File: src/rtl/alu2_pkg.sv
package alu2_pkg;

  typedef enum logic [2:0] {
    OP_ADD  = 3'd0,
    OP_SUB  = 3'd1,
    OP_BIC  = 3'd2,
    OP_BIS  = 3'd3,
    OP_XOR  = 3'd4,
    OP_MOV  = 3'd5,
    OP_RSV6 = 3'd6,
    OP_RSV7 = 3'd7
  } alu_op_e;

  typedef struct packed {
    logic n;
    logic z;
    logic v;
    logic c;
  } cc_t;

endpackage

File: src/rtl/alu2_lane.sv
module alu2_lane
  import alu2_pkg::*;
#(
  parameter int W = 16
) (
  input  alu_op_e      op_i,
  input  logic [W-1:0] src_i,
  input  logic [W-1:0] dst_i,
  input  logic         c_i,
  output logic [W-1:0] res_o,
  output cc_t          cc_o
);

  localparam int MSB = W - 1;

  logic [W:0] sum_w;
  logic [W:0] dif_w;

  always_comb begin
    sum_w   = {1'b0, dst_i} + {1'b0, src_i};
    dif_w   = {1'b0, dst_i} - {1'b0, src_i};
    res_o   = dst_i;
    cc_o.c  = c_i;
    cc_o.v  = 1'b0;
    case (op_i)
      OP_ADD: begin
        res_o  = sum_w[MSB:0];
        cc_o.c = sum_w[W];
        cc_o.v = (src_i[MSB] == dst_i[MSB]) && (sum_w[MSB] != src_i[MSB]);
      end
      OP_SUB: begin
        res_o  = dif_w[MSB:0];
        cc_o.c = dif_w[W];
        cc_o.v = (src_i[MSB] != dst_i[MSB]) && (dif_w[MSB] == src_i[MSB]);
      end
      OP_BIC:  res_o = dst_i & ~src_i;
      OP_BIS:  res_o = dst_i | src_i;
      OP_XOR:  res_o = dst_i ^ src_i;
      OP_MOV:  res_o = src_i;
      default: res_o = dst_i;
    endcase
    cc_o.n = res_o[MSB];
    cc_o.z = ~|res_o;
  end

endmodule

File: src/rtl/alu2_pack.sv
module alu2_pack
  import alu2_pkg::*;
#(
  parameter int WORD_W = 16,
  parameter int BYTE_W = 8
) (
  input  alu_op_e           op_i,
  input  logic              byte_i,
  input  logic              dst_is_reg_i,
  input  logic [WORD_W-1:0] dst_i,
  input  cc_t               cc_i,
  input  logic [WORD_W-1:0] word_res_i,
  input  cc_t               word_cc_i,
  input  logic [BYTE_W-1:0] byte_res_i,
  input  cc_t               byte_cc_i,
  output logic [WORD_W-1:0] res_o,
  output logic              wr_word_o,
  output cc_t               cc_o
);

  localparam int HI_W = WORD_W - BYTE_W;

  logic rsv_op;
  logic sext_mov;

  always_comb begin
    rsv_op   = (op_i == OP_RSV6) || (op_i == OP_RSV7);
    sext_mov = (op_i == OP_MOV) && dst_is_reg_i;
    if (rsv_op) begin
      res_o     = dst_i;
      cc_o      = cc_i;
      wr_word_o = ~byte_i;
    end else if (!byte_i) begin
      res_o     = word_res_i;
      cc_o      = word_cc_i;
      wr_word_o = 1'b1;
    end else if (sext_mov) begin
      res_o     = {{HI_W{byte_res_i[BYTE_W-1]}}, byte_res_i};
      cc_o      = byte_cc_i;
      wr_word_o = 1'b1;
    end else begin
      res_o     = {dst_i[WORD_W-1:BYTE_W], byte_res_i};
      cc_o      = byte_cc_i;
      wr_word_o = 1'b0;
    end
  end

endmodule

File: src/rtl/alu2_core.sv
module alu2_core
  import alu2_pkg::*;
#(
  parameter int WORD_W = 16
) (
  input  logic              clk,
  input  logic              rst_n,
  input  logic              start_i,
  input  logic [2:0]        op_i,
  input  logic              byte_i,
  input  logic              dst_is_reg_i,
  input  logic [WORD_W-1:0] src_i,
  input  logic [WORD_W-1:0] dst_i,
  input  logic [3:0]        flags_i,
  output logic [WORD_W-1:0] result_o,
  output logic              wr_word_o,
  output logic [3:0]        flags_o,
  output logic              done_o
);

  localparam int BYTE_W = WORD_W / 2;
  localparam int HI_W   = WORD_W - BYTE_W;

  alu_op_e           op_e;
  cc_t               cc_in;
  logic [WORD_W-1:0] word_res;
  cc_t               word_cc;
  logic [BYTE_W-1:0] byte_res;
  cc_t               byte_cc;
  logic [WORD_W-1:0] res_nxt;
  logic              wr_word_nxt;
  cc_t               cc_nxt;
  logic              load_en;

  assign op_e    = alu_op_e'(op_i);
  assign cc_in   = cc_t'(flags_i);
  assign load_en = start_i;

  alu2_lane #(.W(WORD_W)) u_word_lane (
    .op_i  (op_e),
    .src_i (src_i),
    .dst_i (dst_i),
    .c_i   (cc_in.c),
    .res_o (word_res),
    .cc_o  (word_cc)
  );

  alu2_lane #(.W(BYTE_W)) u_byte_lane (
    .op_i  (op_e),
    .src_i (src_i[BYTE_W-1:0]),
    .dst_i (dst_i[BYTE_W-1:0]),
    .c_i   (cc_in.c),
    .res_o (byte_res),
    .cc_o  (byte_cc)
  );

  alu2_pack #(.WORD_W(WORD_W), .BYTE_W(BYTE_W)) u_pack (
    .op_i         (op_e),
    .byte_i       (byte_i),
    .dst_is_reg_i (dst_is_reg_i),
    .dst_i        (dst_i),
    .cc_i         (cc_in),
    .word_res_i   (word_res),
    .word_cc_i    (word_cc),
    .byte_res_i   (byte_res),
    .byte_cc_i    (byte_cc),
    .res_o        (res_nxt),
    .wr_word_o    (wr_word_nxt),
    .cc_o         (cc_nxt)
  );

  always_ff @(posedge clk or negedge rst_n) begin
    if (!rst_n) begin
      result_o  <= '0;
      wr_word_o <= 1'b0;
      flags_o   <= '0;
      done_o    <= 1'b0;
    end else begin
      if (load_en) begin
        result_o  <= res_nxt;
        wr_word_o <= wr_word_nxt;
        flags_o   <= cc_nxt;
      end
      done_o <= load_en;
    end
  end

  a_r2_done_follows_start: assert property (@(posedge clk) disable iff (!rst_n)
    start_i |=> done_o);

  a_r2_no_spurious_done: assert property (@(posedge clk) disable iff (!rst_n)
    !start_i |=> !done_o);

  a_r2_outputs_hold: assert property (@(posedge clk) disable iff (!rst_n)
    !start_i |=> ($stable(result_o) && $stable(flags_o) && $stable(wr_word_o)));

  a_r5_logic_keeps_carry: assert property (@(posedge clk) disable iff (!rst_n)
    (start_i && (op_e == OP_BIC || op_e == OP_BIS || op_e == OP_XOR))
      |=> (flags_o[0] == $past(flags_i[0])) && !flags_o[1]);

  a_r6_byte_store_narrow: assert property (@(posedge clk) disable iff (!rst_n)
    (start_i && byte_i && op_e != OP_RSV6 && op_e != OP_RSV7 &&
     !(op_e == OP_MOV && dst_is_reg_i))
      |=> !wr_word_o && (result_o[WORD_W-1:BYTE_W] == $past(dst_i[WORD_W-1:BYTE_W])));

  a_r7_reg_move_sext: assert property (@(posedge clk) disable iff (!rst_n)
    (start_i && byte_i && op_e == OP_MOV && dst_is_reg_i)
      |=> wr_word_o && (result_o[WORD_W-1:BYTE_W] == {HI_W{result_o[BYTE_W-1]}}));

  a_r8_reserved_passthru: assert property (@(posedge clk) disable iff (!rst_n)
    (start_i && (op_e == OP_RSV6 || op_e == OP_RSV7))
      |=> (result_o == $past(dst_i)) && (flags_o == $past(flags_i)));

endmodule

File: config.mk
export PLATFORM = sky130hd
export DESIGN_NAME = alu2_core
export DESIGN_NICKNAME = d
export VERILOG_FILES = /design/src/rtl/alu2_pkg.sv /design/src/rtl/alu2_lane.sv /design/src/rtl/alu2_pack.sv /design/src/rtl/alu2_core.sv
export SDC_FILE = /design/constraint.sdc
export NUM_CORES = 1
export LEC_CHECK = 0
export CAP_MARGIN = 40
export CORE_UTILIZATION = 40
export DETAILED_ROUTE_END_ITERATION = 16
export GPL_ROUTABILITY_DRIVEN = 0
export PLACE_DENSITY = 0.66
export SETUP_SLACK_MARGIN = 0.05
export SLEW_MARGIN = 10
export SYNTH_ARGS = -nofsm -noshare
export SYNTH_HDL_FRONTEND = slang
export SYNTH_SLANG_ARGS = --single-unit
export TNS_END_PERCENT = 30
File: constraint.sdc
create_clock -name clk -period 1.4 [get_ports clk]
set_input_delay 0.28 -clock clk [delete_from_list [all_inputs] [get_ports clk]]
set_output_delay 0.28 -clock clk [all_outputs]
set_load 0.1 [all_outputs]
After elaboration in Yosys (flattened, before gate mapping):

Index checks and enable logic that the tools add are counted.

* add/subtract/negate cells: 4
* multiply operators: 0
* divide/modulo/power cells: 0
* $lt $le $gt $ge: 0
* equal/unequal tests: 15
* shift operators: 0
* mux-type cells: 12
* bitwise logic cells: 9
* reduce and logical (&&, ||, !) cells: 11

Operators by type and width (number)
* one-hot mux 16 bit (6 select lines): 1
* 2-to-1 mux 16 bit: 3
* one-hot mux 8 bit (6 select lines): 1
* adder 16 x 16 -> 17 bit: 1
* subtractor 16 x 16 -> 17 bit: 1
* bitwise AND 16 bit: 1
* NOT 16 bit: 1
* bitwise OR 16 bit: 1
* OR reduction 16 bit: 1
* XOR 16 bit: 1
* equality test 3 bit, second input constant: 4
* adder 8 x 8 -> 9 bit: 1
* subtractor 8 x 8 -> 9 bit: 1
* bitwise AND 8 bit: 1
* 2-to-1 mux 4 bit: 2
* NOT 8 bit: 1
* bitwise OR 8 bit: 1
* one-hot mux 2 bit (2 select lines): 2
* OR reduction 8 bit: 1
* XOR 8 bit: 1
* equality test 3 x 2 -> 1 bit, second input constant: 2
* logical AND 1 bit: 5
* equality test 1 bit: 4
* != test 1 bit: 4
* other kinds (6): 9

* register bits after elaboration: 22
* latch bits: 0
* RAM bits: 0
* memory bits (read-only): 0
* bits of input ports: 44
* output and inout port bits: 22
* logic and storage cells: 55
* memories: 0

Depth between registers and ports, before layout:

* word-level depth: 7
* mapped depth: 12
* depth with buffers taken out: 12

Cells and area by module:

A second synthesis with hierarchy kept.

* cells, all modules: 763
* area total of the unflattened synthesis: 5793.1 um^2

Modules (own cells, without submodules)
* alu2_lane at u_word_lane: instances 1, cells each 458, area an instance 3105.5 um^2, seq. area each 0.0 um^2
* alu2_lane at u_byte_lane: instances 1, cells each 201, area an instance 1392.6 um^2, seq. area each 0.0 um^2
* alu2_core: instances 1, cells each 45, area an instance 884.6 um^2, seq. area each 550.5 um^2
* alu2_pack: instances 1, cells each 59, area an instance 410.4 um^2, seq. area each 0.0 um^2

Least setup slack after synthesis:

Ideal clock, no wire load.

* path kind: in2reg
* from: input port dst_i[0]
* to: register flags_o[2]
* library setup time: 95 ps
* arrival time: 2557 ps
* required time: 1305 ps
* path slack: -1253 ps
* stages on the path: 12
* buffers on the path: 0
* cells stage by stage: inv_1 -> ha_1 -> fa_1 -> o21bai_2 -> a221oi_4 -> mux2i_1 -> a311o_1 -> o32ai_2 -> nand4b_1 -> a2111oi_2 -> nand4_1 -> o31ai_1

* longest elaborated chain between the ends: 6
* elaborated cells on any way between the ends: 18
* those cells by class: add/sub: 4; mux: 4; bitwise: 6; reduce/logical: 4

Ends and longest elaborated chain
* start, declared: RTL line alu2_core.sv:13 `input logic [WORD_W-1:0] dst_i,`
* subtractor 16 x 16 -> 17 bit (tied with other cells): RTL line alu2_lane.sv:21 `dif_w = {1'b0, dst_i} - {1'b0, src_i};`
* one-hot mux 16 bit (6 select lines) or one-hot mux 8 bit (6 select lines) (tied branches): RTL line alu2_lane.sv:25 `case (op_i)`
* OR reduction 16 bit or OR reduction 8 bit (tied branches): RTL line alu2_lane.sv:43 `cc_o.z = ~|res_o;`
* logical NOT 1 bit: RTL line alu2_lane.sv:43
* 2-to-1 mux 4 bit *: RTL line alu2_pack.sv:33 `end else if (!byte_i) begin`
* 2-to-1 mux 4 bit *: RTL line alu2_pack.sv:29 `if (rsv_op) begin`
* end signal, assigned: RTL line alu2_core.sv:82 `flags_o <= cc_nxt;`
* end, declared: RTL line alu2_core.sv:17 `output logic [3:0] flags_o,`

Mark *: on every way between the ends. The rest lies on a longest branch, timed or not.
A chain may end at the register's enable or synchronous reset.

Worst setup path in the final report:

* from: input port src_i[0]
* to: register flags_o[2]

* longest elaborated chain between the ends: 7
* elaborated cells on any way between the ends: 20
* those cells by class: add/sub: 4; mux: 4; bitwise: 8; reduce/logical: 4

Ends and longest elaborated chain
* start, declared: RTL line alu2_core.sv:12 `input logic [WORD_W-1:0] src_i,`
* parallel branches: the longest is 5 deep, another holds subtractor 16 x 16 -> 17 bit
* 2-to-1 mux 4 bit *: RTL line alu2_pack.sv:33
* 2-to-1 mux 4 bit *: RTL line alu2_pack.sv:29

Mark *: on every way between the ends.

==> impl_metrics.yaml <==
floorplanning:
  die_x_um: 104.6
  die_area_sq_um: 10940
  start_util_pct: 40.95
  rows: 37
  coreArea_sq_um: 10280
  io_pins: 66
  die-height_um: 104.6
clock_tree:
  insertion_delay_ns: 0.26
  numCtsBuffers: 3
  cts_tree: "built"
  hold_buffers: 0
  root_buffer: "clkbuf_8"
  clock_path_buffers: 2
  cts_sinks: 22
  clk_pin_slew_ns: 0.08
  htreeDepth: 1
sta:
  fin_crit_sh_pct: 198.7
  setup_violations: 20
  min_period_ns: 2.782
  final.setup.tns_ns: -18.36
  fin_worst_skew_ns: 0
  final.setup.worst_slack_ns: -1.382
  holdWs_ns: 0.3600
  max_slew_margin_pct: 69.16
  slew_violations: 0
  worst_pin_slew_ns: 0.4577
  grt_setup_unrepaired: "true"
  timing.fmax_ghz: 0.3594
  hold_violations: 0
pwr:
  p_per_area_nw_per_um2: 665.0
  vdd_drop_max_mv: 0.8010
  power.leakage_uw: 0.003505
critical_path:
  path_cells: "clkbuf_4, ha_4, fa_2, o21bai_4, a221oi_4, mux2i_1, a311o_1, o32ai_4, nand4b_1, a2111oi_4, nand4_1, o31ai_1"
  slowest_delay_ns: 0.38
  required_ns: 1.56
  path_class: "in2reg"
  startpoint_type: "primary input"
  crit_arrival_ns: 2.95
  cp-end-kind: "register"
  critPathSlowestCell: "fa_2"
  worst-path-max-fanout: 3
synthesis:
  netlist.area_leader.share_pct: 14.86
  synth_enable_flop_cells: 0
  ys_warn_count: 0
  synth_top_area_cell: "ha_1"
  synthCells: 578
  ys_types: 77
  postSynthNetCount: 674
  syn_area_per_cell_sq_um: 7.282
  ys_ff_latch: 22
  seq_area_frac_synth_pct: 13.08
  synth_area_sq_um: 4209
  ys_async_sr_fraction_pct: 100.0
  ys.flop_type: "dfrtp_1"
  yosys-top-cells-area: "ha_1, dfrtp_1, inv_1"
placement:
  place_area_sq_um: 6798
  place_ws_ns: -2.160
  portBuffers: 65
  dp_cells: 940
  dp_hpwl_um: 13280
detailed_routing:
  routedWlPerCell_um: 19.83
  drt_iter0_drc: 414
  wl_um: 19130
  drc: 0
  drt-pass1-iter-count: 7
  vias: 5876
  routed_via_density: 6.089
  antenna_left: 0
run_status:
  violations: "setup timing"
  status: "finished with violations"
cells_and_area:
  mostFrequentLayoutCell: "buf_4"
  drive_gt1_share_pct: 49.46
  stdcell_count: 965
  nFillCells: 674
  finalInstanceArea_sq_um: 7805
  area_growth_pct: 85.43
  final_nets: 926
  antennaDiodeCount: 0
  final_cell_mix: "buf_4, nor2_1, nand2_1"
global_route:
  globalRouteOverflowTotal: 0
  antenna_found_initial: 0
  grt_max_degree: 30
  grt_pass1_vias: 5886
  grt_pass1_wl_um: 29120
  grt_use_total_pct: 32.65
min_path:
  hold_class: "in2async"
run:
  drv_cap: 0
## cells in the mapped netlist, types with 4 or more instances
cell       number
mux2i_1         9
nor2b_1        12
o211ai_1        7
nand2_1        42
a32oi_1         4
a21oi_1        37
inv_1          55
nor3b_1         5
o21bai_1        7
a21o_1          9
o21a_1          5
nor3_1         15
nor2_1         52
nand3_1        11
or3_1          10
xnor2_1         8
o221ai_1        5
a31oi_1        11
and3_1          8
a22oi_1         6
dfrtp_1        22
a2111oi_0       4
and2_1          4
o22ai_1         8
a211oi_1       19
clkbuf_1       18
mux2_2          7
ha_1           50
nand4_1         5
nand2b_1        8
o31ai_1         9
o21ai_0        26
buf_2          11
## critical path: cells and delay by family
family,cells,cell delay [ns]
AO/OA/AOI/OAI,6,1.48
adder cells (fa/ha/maj),2,0.55
buffers and inverters,1,0.15
multiplexers,1,0.13
AND/OR/NAND/NOR,2,0.36
## through the flow
stage	power, uW	util, %
6_report	5190	75.94
5_1_grt	5413	75.94
4_1_cts	4857	72.15
3_5_place_dp	4099	66.14
3_3_place_gp	4045	66.14
2_1_floorplan	2597	-
## power breakdown
part / switching [uW] / internal [uW] / leakage (uW)
sequential: 99.5 / 721 / 0.000259
combinational: 2160 / 1750 / 0.00322
clock: 215 / 251 / 0.0000288
total: 2470 / 2720 / 0.00351
## repair_timing
item,CTS,global route
endpoints found under the hold margin,0,0
buffers inserted,14,9
endpoints found under the setup margin,21,21
pin swaps,54,48
resized for setup,165,81
## cell type report
cell class	instances	area [sq um]	share of cell area, %
Tap cell	136	170.2	2.180
Sequential cell	22	550.5	7.054
Timing Repair Buffer	281	2613	33.47
Inverter	58	251.5	3.222
Clock buffer	4	55.05	0.7054
Multi-Input combinational cell	464	4165	53.37
## layer usage
metal	share of wire [%]	GRT usage, %	vias to the layer above
met5	0	0	-
met4	7.2	20.22	0
met1	37	37.72	2771
met3	7.4	4.741	125
li1	-	-	2635
met2	48	56.67	345
## logic make-up after synthesis
kind of cell,Yosys count,synth area share (%)
fa+ha+maj,52,15.81
flops,22,13.08
compound gates,197,33.80
mux,16,4.013
simple gates,191,22.92
xor+xnor,8,1.665
buf+inv,92,8.710
## path summary, 6_finish.rpt
path | from | to | slack (ns) | cells after the start
worst min register to register | result_o[13] | result_o[13] | 0.55 | 2
min in group clk | dst_i[1] | result_o[1] | 0.43 | 4
max in group asynchronous | rst_n | flags_o[2] | 0.81 | 2
worst min-delay path | rst_n | result_o[8] | 0.36 | 2
worst max register to register | flags_o[2] | flags_o[2] | -0.44 | 7
worst max-delay path | src_i[0] | flags_o[2] | -1.38 | 12
## state kept, by name, indices dropped and copies added, names as in the netlist
register / count
wr_word_o: 1
done_o: 1
flags_o: 4
result_o: 16
Note: power is estimated with default switching activity, not from simulation.
